## config.mk

```make
export PLATFORM = sky130hd
export DESIGN_NAME = cp0_mode_unit
export DESIGN_NICKNAME = d
export VERILOG_FILES = /design/src/rtl/cp0_mode_pkg.sv /design/src/rtl/cp0_stat_reg.sv /design/src/rtl/cp0_ret_ctl.sv /design/src/rtl/cp0_priv_chk.sv /design/src/rtl/cp0_mode_unit.sv
export SDC_FILE = /design/constraint.sdc
export NUM_CORES = 1
export LEC_CHECK = 0
export CAP_MARGIN = 10
export CORE_MARGIN = 1.5
export CORE_UTILIZATION = 33
export CTS_BUF_LIST = sky130_fd_sc_hd__clkbuf_16
export CTS_CLUSTER_SIZE = 40
export DETAILED_ROUTE_END_ITERATION = 10
export PLACE_DENSITY = 0.86
export SYNTH_ARGS = -nofsm -noshare
export SYNTH_HDL_FRONTEND = slang
export SYNTH_SLANG_ARGS = --single-unit
```

## constraint.sdc

```tcl
create_clock -name clk -period 2 [get_ports clk]
set_clock_uncertainty 0.1 [all_clocks]
set_input_delay 0.4 -clock clk [delete_from_list [all_inputs] [get_ports clk]]
set_output_delay 0.4 -clock clk [all_outputs]
set_load 0.1 [all_outputs]
```

## src/rtl/cp0_mode_pkg.sv

```systemverilog
package cp0_mode_pkg;
  localparam int unsigned STAT_W  = 32;
  localparam int unsigned BIT_IE  = 0;
  localparam int unsigned BIT_EXL = 1;
  localparam int unsigned BIT_ERL = 2;
  localparam int unsigned BIT_UM  = 4;
  localparam int unsigned BIT_BEV = 22;
  localparam int unsigned BIT_CU0 = 28;

  typedef logic [STAT_W-1:0] stat_t;

  localparam stat_t STAT_WMASK = 32'hF878_FF17;
  localparam stat_t STAT_RESET = stat_t'(1) << BIT_BEV | stat_t'(1) << BIT_ERL;

  // effective user mode from the stored bits and the debug flag
  function automatic logic user_mode_f(stat_t st, logic dbg);
    return st[BIT_UM] & ~st[BIT_EXL] & ~st[BIT_ERL] & ~dbg;
  endfunction

  // Status after ERET: the error level is dropped first, else the exception level
  function automatic stat_t eret_status_f(stat_t st);
    stat_t r;
    r = st;
    if (st[BIT_ERL]) r[BIT_ERL] = 1'b0;
    else             r[BIT_EXL] = 1'b0;
    return r;
  endfunction
endpackage

```

## src/rtl/cp0_stat_reg.sv

```systemverilog
module cp0_stat_reg
  import cp0_mode_pkg::*;
#(
  parameter stat_t WMASK   = STAT_WMASK,
  parameter stat_t RST_VAL = STAT_RESET
) (
  input  logic  clk,
  input  logic  rst_n,
  input  logic  wr_en,
  input  stat_t wr_data,
  input  logic  eret,
  input  logic  deret,
  output stat_t status_q
);
  logic  wr_take;
  logic  ret_any;
  stat_t status_d;

  assign ret_any = eret | deret;
  assign wr_take = wr_en & ~ret_any;

  always_comb begin
    status_d = status_q;
    if (eret)         status_d = eret_status_f(status_q);
    else if (wr_take) status_d = wr_data & WMASK;
  end

  always_ff @(posedge clk) begin
    if (!rst_n) status_q <= RST_VAL;
    else        status_q <= status_d;
  end

  localparam stat_t LEVEL_BITS = stat_t'(1) << BIT_EXL | stat_t'(1) << BIT_ERL;

  a_r2_write_masked: assert property (@(posedge clk) disable iff (!rst_n)
    wr_take |=> status_q == ($past(wr_data) & WMASK));
  a_r9_return_blocks_write: assert property (@(posedge clk) disable iff (!rst_n)
    ret_any |=> ((status_q ^ $past(status_q)) & ~LEVEL_BITS) == '0);
  a_r4_erl_first: assert property (@(posedge clk) disable iff (!rst_n)
    (eret && status_q[BIT_ERL]) |=> !status_q[BIT_ERL] && status_q[BIT_EXL] == $past(status_q[BIT_EXL]));
  a_r5_exl_cleared: assert property (@(posedge clk) disable iff (!rst_n)
    (eret && !status_q[BIT_ERL]) |=> !status_q[BIT_EXL]);
endmodule

```

## src/rtl/cp0_ret_ctl.sv

```systemverilog
module cp0_ret_ctl #(
  parameter int unsigned PC_W = 32,
  parameter logic [PC_W-1:0] RST_PC = 32'hBFC0_0000
) (
  input  logic            clk,
  input  logic            rst_n,
  input  logic            eret,
  input  logic            deret,
  input  logic            erl_now,
  input  logic            dbg_enter,
  input  logic [PC_W-1:0] epc,
  input  logic [PC_W-1:0] errorepc,
  input  logic [PC_W-1:0] depc,
  output logic [PC_W-1:0] pc_q,
  output logic            redirect_q,
  output logic            ll_clear_q,
  output logic            dbg_q
);
  logic            deret_take;
  logic            ret_any;
  logic [PC_W-1:0] pc_d;
  logic            dbg_d;

  assign deret_take = deret & ~eret;
  assign ret_any    = eret | deret;

  always_comb begin
    pc_d = pc_q;
    if (eret)            pc_d = erl_now ? errorepc : epc;
    else if (deret_take) pc_d = depc;
  end

  always_comb begin
    dbg_d = dbg_q;
    if (deret_take)     dbg_d = 1'b0;
    else if (dbg_enter) dbg_d = 1'b1;
  end

  always_ff @(posedge clk) begin
    if (!rst_n) begin
      pc_q       <= RST_PC;
      dbg_q      <= 1'b0;
      redirect_q <= 1'b0;
      ll_clear_q <= 1'b0;
    end else begin
      pc_q       <= pc_d;
      dbg_q      <= dbg_d;
      redirect_q <= ret_any;
      ll_clear_q <= ret_any;
    end
  end

  a_r4_pc_from_errorepc: assert property (@(posedge clk) disable iff (!rst_n)
    (eret && erl_now) |=> pc_q == $past(errorepc));
  a_r5_pc_from_epc: assert property (@(posedge clk) disable iff (!rst_n)
    (eret && !erl_now) |=> pc_q == $past(epc));
  a_r6_deret_leaves_debug: assert property (@(posedge clk) disable iff (!rst_n)
    deret_take |=> !dbg_q && pc_q == $past(depc));
  a_r7_single_pulse: assert property (@(posedge clk) disable iff (!rst_n)
    (redirect_q && !$past(ret_any)) |-> 1'b0);
  a_r8_debug_entry: assert property (@(posedge clk) disable iff (!rst_n)
    (dbg_enter && !deret_take) |=> dbg_q);
endmodule

```

## src/rtl/cp0_priv_chk.sv

```systemverilog
module cp0_priv_chk
  import cp0_mode_pkg::*;
#(
  parameter int unsigned ADDR_W = 32,
  parameter logic [ADDR_W-1:0] USER_TOP = 32'h7FFF_FFFF
) (
  input  logic              clk,
  input  logic              rst_n,
  input  stat_t             status,
  input  logic              dbg,
  input  logic              cp0_op,
  input  logic [ADDR_W-1:0] addr,
  output logic              user_mode,
  output logic              cop_unusable,
  output logic              addr_err
);
  function automatic logic beyond_user_f(logic [ADDR_W-1:0] a);
    return a > USER_TOP;
  endfunction

  assign user_mode    = user_mode_f(status, dbg);
  assign cop_unusable = cp0_op & user_mode & ~status[BIT_CU0];
  assign addr_err     = user_mode & beyond_user_f(addr);

  a_r3_user_gated: assert property (@(posedge clk) disable iff (!rst_n)
    user_mode |-> !dbg && !status[BIT_EXL] && !status[BIT_ERL] && status[BIT_UM]);
  a_r10_fault_only_user: assert property (@(posedge clk) disable iff (!rst_n)
    cop_unusable |-> user_mode && cp0_op && !status[BIT_CU0]);
  a_r11_addr_only_user: assert property (@(posedge clk) disable iff (!rst_n)
    addr_err |-> user_mode && addr[ADDR_W-1]);
endmodule

```

## src/rtl/cp0_mode_unit.sv

```systemverilog
module cp0_mode_unit
  import cp0_mode_pkg::*;
#(
  parameter int unsigned ADDR_W = 32,
  parameter int unsigned PC_W   = 32,
  parameter logic [PC_W-1:0] RST_PC = 32'hBFC0_0000,
  parameter logic [ADDR_W-1:0] USER_TOP = 32'h7FFF_FFFF
) (
  input  logic              clk,
  input  logic              rst_n,
  input  logic              wr_en_i,
  input  logic [31:0]       wr_data_i,
  output logic [31:0]       rd_data_o,
  input  logic              eret_i,
  input  logic              deret_i,
  input  logic [PC_W-1:0]   epc_i,
  input  logic [PC_W-1:0]   errorepc_i,
  input  logic [PC_W-1:0]   depc_i,
  input  logic              dbg_enter_i,
  output logic [PC_W-1:0]   pc_o,
  output logic              redirect_o,
  output logic              ll_clear_o,
  output logic              dbg_mode_o,
  output logic              user_mode_o,
  input  logic              cp0_op_i,
  output logic              cop_unusable_o,
  input  logic [ADDR_W-1:0] addr_i,
  output logic              addr_err_o
);
  stat_t status_q;
  logic  dbg_q;

  cp0_stat_reg #(.WMASK(STAT_WMASK), .RST_VAL(STAT_RESET)) u_stat (
    .clk(clk), .rst_n(rst_n), .wr_en(wr_en_i), .wr_data(wr_data_i),
    .eret(eret_i), .deret(deret_i), .status_q(status_q)
  );

  cp0_ret_ctl #(.PC_W(PC_W), .RST_PC(RST_PC)) u_ret (
    .clk(clk), .rst_n(rst_n), .eret(eret_i), .deret(deret_i),
    .erl_now(status_q[BIT_ERL]), .dbg_enter(dbg_enter_i),
    .epc(epc_i), .errorepc(errorepc_i), .depc(depc_i),
    .pc_q(pc_o), .redirect_q(redirect_o), .ll_clear_q(ll_clear_o), .dbg_q(dbg_q)
  );

  cp0_priv_chk #(.ADDR_W(ADDR_W), .USER_TOP(USER_TOP)) u_chk (
    .clk(clk), .rst_n(rst_n), .status(status_q), .dbg(dbg_q), .cp0_op(cp0_op_i),
    .addr(addr_i), .user_mode(user_mode_o), .cop_unusable(cop_unusable_o),
    .addr_err(addr_err_o)
  );

  assign rd_data_o  = status_q;
  assign dbg_mode_o = dbg_q;
endmodule

```

**After elaboration in Yosys (flattened, before gate mapping)**

Index checks and enable logic that the tools add are counted.

- Output and inout port bits: 70
- Word-level logic and storage cells: 35
- Flip-flop bits (word level): 55

- Order comparisons: 1
- Reduce and logical (&&, ||, !) cells: 5
- Equality and inequality tests: 1
- Mux-type cells: 6
- Bitwise operators: 16

Operators by type and width:

| operator | number |
|---|---|
| $mux W32 | 3 |
| $gt A32 B31 Y1 const B | 1 |
| $and A1 B1 Y1 | 8 |
| $not A1 Y1 | 7 |
| $mux W3 | 2 |
| $reduce_and A2 Y1 | 2 |
| $reduce_bool A2 Y1 | 2 |
| $ne A2 B2 Y1 const B | 1 |
| $reduce_or A2 Y1 | 1 |
| $mux W1 | 1 |
| $or A1 B1 Y1 | 1 |

**Logic depth before layout (Yosys ltp)**

- Depth after elaboration: 6
- Depth in mapped cells: 5
- Depth with buffers taken out: 3

**Cells and area by module**

A second synthesis with hierarchy kept.

- Cells, all modules: 261
- Area, all modules: 2829.0 um^2

Modules (own cells, without submodules):

| module | instances | cells each | seq. area each (um^2) | area an instance (um^2) |
|---|---|---|---|---|
| cp0_ret_ctl | 1 | 153 | 680.7 | 1864.3 |
| cp0_stat_reg | 1 | 105 | 420.4 | 924.6 |
| cp0_priv_chk | 1 | 3 | 0.0 | 40.0 |

**Worst setup path before layout**

OpenSTA, ideal clock, no wires.

- Path kind: flip-flop to output port
- From: register u_stat.status_q[4]
- To: output port cop_unusable_o
- Cell stages (with the launch flop): 3
- Required time: 1.500 ns
- Data arrival time: 3.803 ns
- Slack: -2.303 ns
- Cell sequence: dfxtp_1 nor4b_2 and3b_1

- Word-level cells in the longest chain between the ends: 5

RTL lines:

| what | RTL line | RTL |
|---|---|---|
| start: declaration | cp0_stat_reg.sv:13 | `output stat_t status_q` |
| start signal: assignment | cp0_stat_reg.sv:30 | `else status_q <= status_d;` |
| $and A1 B1 Y1 (3 in a row) | cp0_mode_pkg.sv:17 | `return st[BIT_UM] & ~st[BIT_EXL] & ~st[BIT_ERL] & ~dbg;` |
| named net user_mode_o | cp0_mode_unit.sv:24 | `output logic user_mode_o,` |
| $and A1 B1 Y1 (2 in a row) | cp0_priv_chk.sv:22 | `assign cop_unusable = cp0_op & user_mode & ~status[BIT_CU0];` |
| end: declaration | cp0_mode_unit.sv:26 | `output logic cop_unusable_o,` |

The timed path passes the listed nets, and every way through them passes these cells.

**Worst setup path after layout**

- From: register u_stat.status_q[1]
- To: output port cop_unusable_o

- Word-level cells in the longest chain between the ends: 6

RTL lines:

| what | RTL line |
|---|---|
| $not A1 Y1 | cp0_mode_pkg.sv:17 |
| $and A1 B1 Y1 (3 in a row) | cp0_mode_pkg.sv:17 |
| $and A1 B1 Y1 (2 in a row) | cp0_priv_chk.sv:22 |

No other way between the ends.

==> results.sh <==
export IMPL_outcome="completed"
export IMPL_ys_flop_type="dfxtp_1"
export IMPL_final_antenna_net_count=0
export IMPL_hp_class="flip-flop to flip-flop"
export IMPL_gp_congestion=0.745
export IMPL_numPortBuffers=183
export IMPL_die_width_um=91.4
export IMPL_antenna_found_initial=0
export IMPL_synth_seq_cells=55
export IMPL_p_leak_nw=2.02
export IMPL_ios=237
export IMPL_h_tree_depth=2
export IMPL_die_y_um=91.4
export IMPL_yosysWarnings=0
export IMPL_yosysUniqueCellTypes=24
export IMPL_overflow=0
export IMPL_grtUsageTotal_pct=18.8
export IMPL_postSynth_asyncResetShare_pct=0
export IMPL_fmax_mhz=518
export IMPL_post_cts_resize_count=0
export IMPL_post_route_period_util_pct=96.6
export IMPL_vias_per_cell=4.84
export IMPL_initial_core_util_pct=33.7
export IMPL_grt_max_degree=36
export IMPL_dieArea_sq_um=8360
export IMPL_clk_path_buf_depth=2
export IMPL_worst_pin_slew_ps=615
export IMPL_cts_reportedPaths_clkPinSlew_ps=70
export IMPL_cp_arrival_ps=1430
export IMPL_yosysMostFrequentCell="mux2i_1"
export IMPL_dpl_cell_area_sq_um=4440
export IMPL_wl_mm=7.88
export IMPL_dr_pass1_iters=6
export IMPL_setup_viol=0
export IMPL_routedWlPerCell_um=14.6
export IMPL_vias=2621
export IMPL_fillerInstances=631
export IMPL_drv_cap=0
export IMPL_hold_ws_ps=359
export IMPL_critical_path_class="flip-flop to primary output"
export IMPL_grt_pass1_wl_mm=12.6
export IMPL_synth_edf_count=0
export IMPL_antenna_cells=0
export IMPL_cts_tree="done"
export IMPL_netlist_area_leader_share_pct=42.7
export IMPL_rows=32
export IMPL_hpwl_mm=6.18
export IMPL_hold_violations=0
export IMPL_fin_crit_ps=1930
export IMPL_cts_root_buffer="clkbuf_16"
export IMPL_nNetsFinal=605
export IMPL_clk_latency_ps=280
export IMPL_areaGrowthSynthToFinish_pct=78.0
export IMPL_drc=0
export IMPL_drv_slew=0
export IMPL_ys_seq_area_share_pct=42.7
export IMPL_yosysTopAreaCell="dfxtp_1"
export IMPL_finalInstanceArea_sq_um=4590
export IMPL_reg2reg_slack_ps=490
export IMPL_start_kind="flip-flop"
export IMPL_synth_area_per_cell_sq_um=9.85
export IMPL_crit_fanout=3
export IMPL_drive_above_1_share_pct=19.8
export IMPL_synth_area_leaders="dfxtp_1, mux2i_1, buf_4"
export IMPL_critPathRequiredTime_ps=1500
export IMPL_yosys_top_cells_count="mux2i_1, dfxtp_1, buf_4, o22ai_1, nand2_1"
export IMPL_grt_pass1_vias=2647
export IMPL_cts_buffers=5
export IMPL_synth_area_sq_um=2580
export IMPL_fin_setup_tns_ps=0
export IMPL_vdd_drop_max_uv=382
export IMPL_critPathCaptureType="primary output"
export IMPL_synthCells=262
export IMPL_cts_sinks=55
export IMPL_slew_headroom_pct=59.0
export IMPL_rsz0062_at_grt="false"
export IMPL_power_per_cell_area_nw_per_um2=727
export IMPL_first_iter_violations=68
export IMPL_core_sq_um=7650
cells in the final DEF (no fill, tap or decap), drive strengths merged:
cell type      count
nor3b              1
o21ai             21
buf               72
o21a               1
nor2b              2
clkbuf             5
conb              11
o22ai             23
clkinv             1
a22oi              9
and2               2
mux2i             65
inv                2
o211ai             1
nand2             21
dfxtp             55
nand3             19
and3b              1
clkinvlp           1
clkdlybuf4s50    123
a21oi              2
nor4b              1
kinds of logic after synthesis:
kind of cell           count (synthesis)  share of synthesized area [%]
AOI/OAI and AO/OA                     57                           13.2
buffers and inverters                 37                           9.36
DFF                                   55                           42.7
muxes                                 65                           25.2
other                                  1                          0.145
and+or+nand+nor                       47                           9.36
final cells by class:
class                      count  area (sq um)  area share (%)
inverter                       1          3.75          0.0817
tap                          102           128            2.78
timing repair buffer         195          1920            41.8
clock buffer                   5           125            2.72
clock inverter                 3          16.3           0.354
multi-input combinational    180          1290            28.1
sequential                    55          1110            24.2
flip-flops by register name (all words and copies together), names as in the netlist:
register	count
u_ret.dbg_q	1
u_ret.pc_q	32
u_stat.status_q	21
u_ret.redirect_q	1
stage by stage:
step / setup WS (ps) / power [mW] / cells / utilization [%]
after global routing: 12.9 / 3.47 / 541 / 60.1
after CTS: 42.8 / 3.38 / 541 / 60.1
final: 68.0 / 3.34 / 541 / 60.1
after floorplan: -771 / 2.10 / 272 / -
after detailed placement: 161 / 2.52 / 532 / 58.1
after global placement: 181 / 2.50 / 532 / 58.1
critical path: stages (launching register included):
cell and delay [ps]:
dfxtp_4 370, nor4b_4 340, and3b_4 260, buf_12 170
report_power, final:
part           switching [mW]  internal [mW]
logic                   0.832          0.450
clock network           0.388          0.458
registers              0.0447           1.17
final timing paths:
check / from / end / cells past startpoint
worst max-delay path: u_stat.status_q[1] / cop_unusable_o / 3
worst min-delay path: u_stat.status_q[27] / u_stat.status_q[27] / 2
worst max register to register: u_stat.status_q[2] / u_ret.pc_q[25] / 3
worst min register to register: u_stat.status_q[27] / u_stat.status_q[27] / 2
what timing repair did:
action | 4_1_cts | 5_1_grt
hold buffers | 0 | 0
setup buffers | 1 | 0
setup endpoints to repair | 1 | 0
hold endpoints to repair | 0 | 0
metal layers:
metal  vias to the layer above  part of all wire (%)  track usage, %
met5                         -                     0               0
met4                         0                  0.97            5.34
met3                         7                   7.2            5.36
met2                       126                    53            35.6
met1                      1218                    39            20.0
li1                       1270                     -               -
Note: power is estimated with default switching activity, not from simulation.
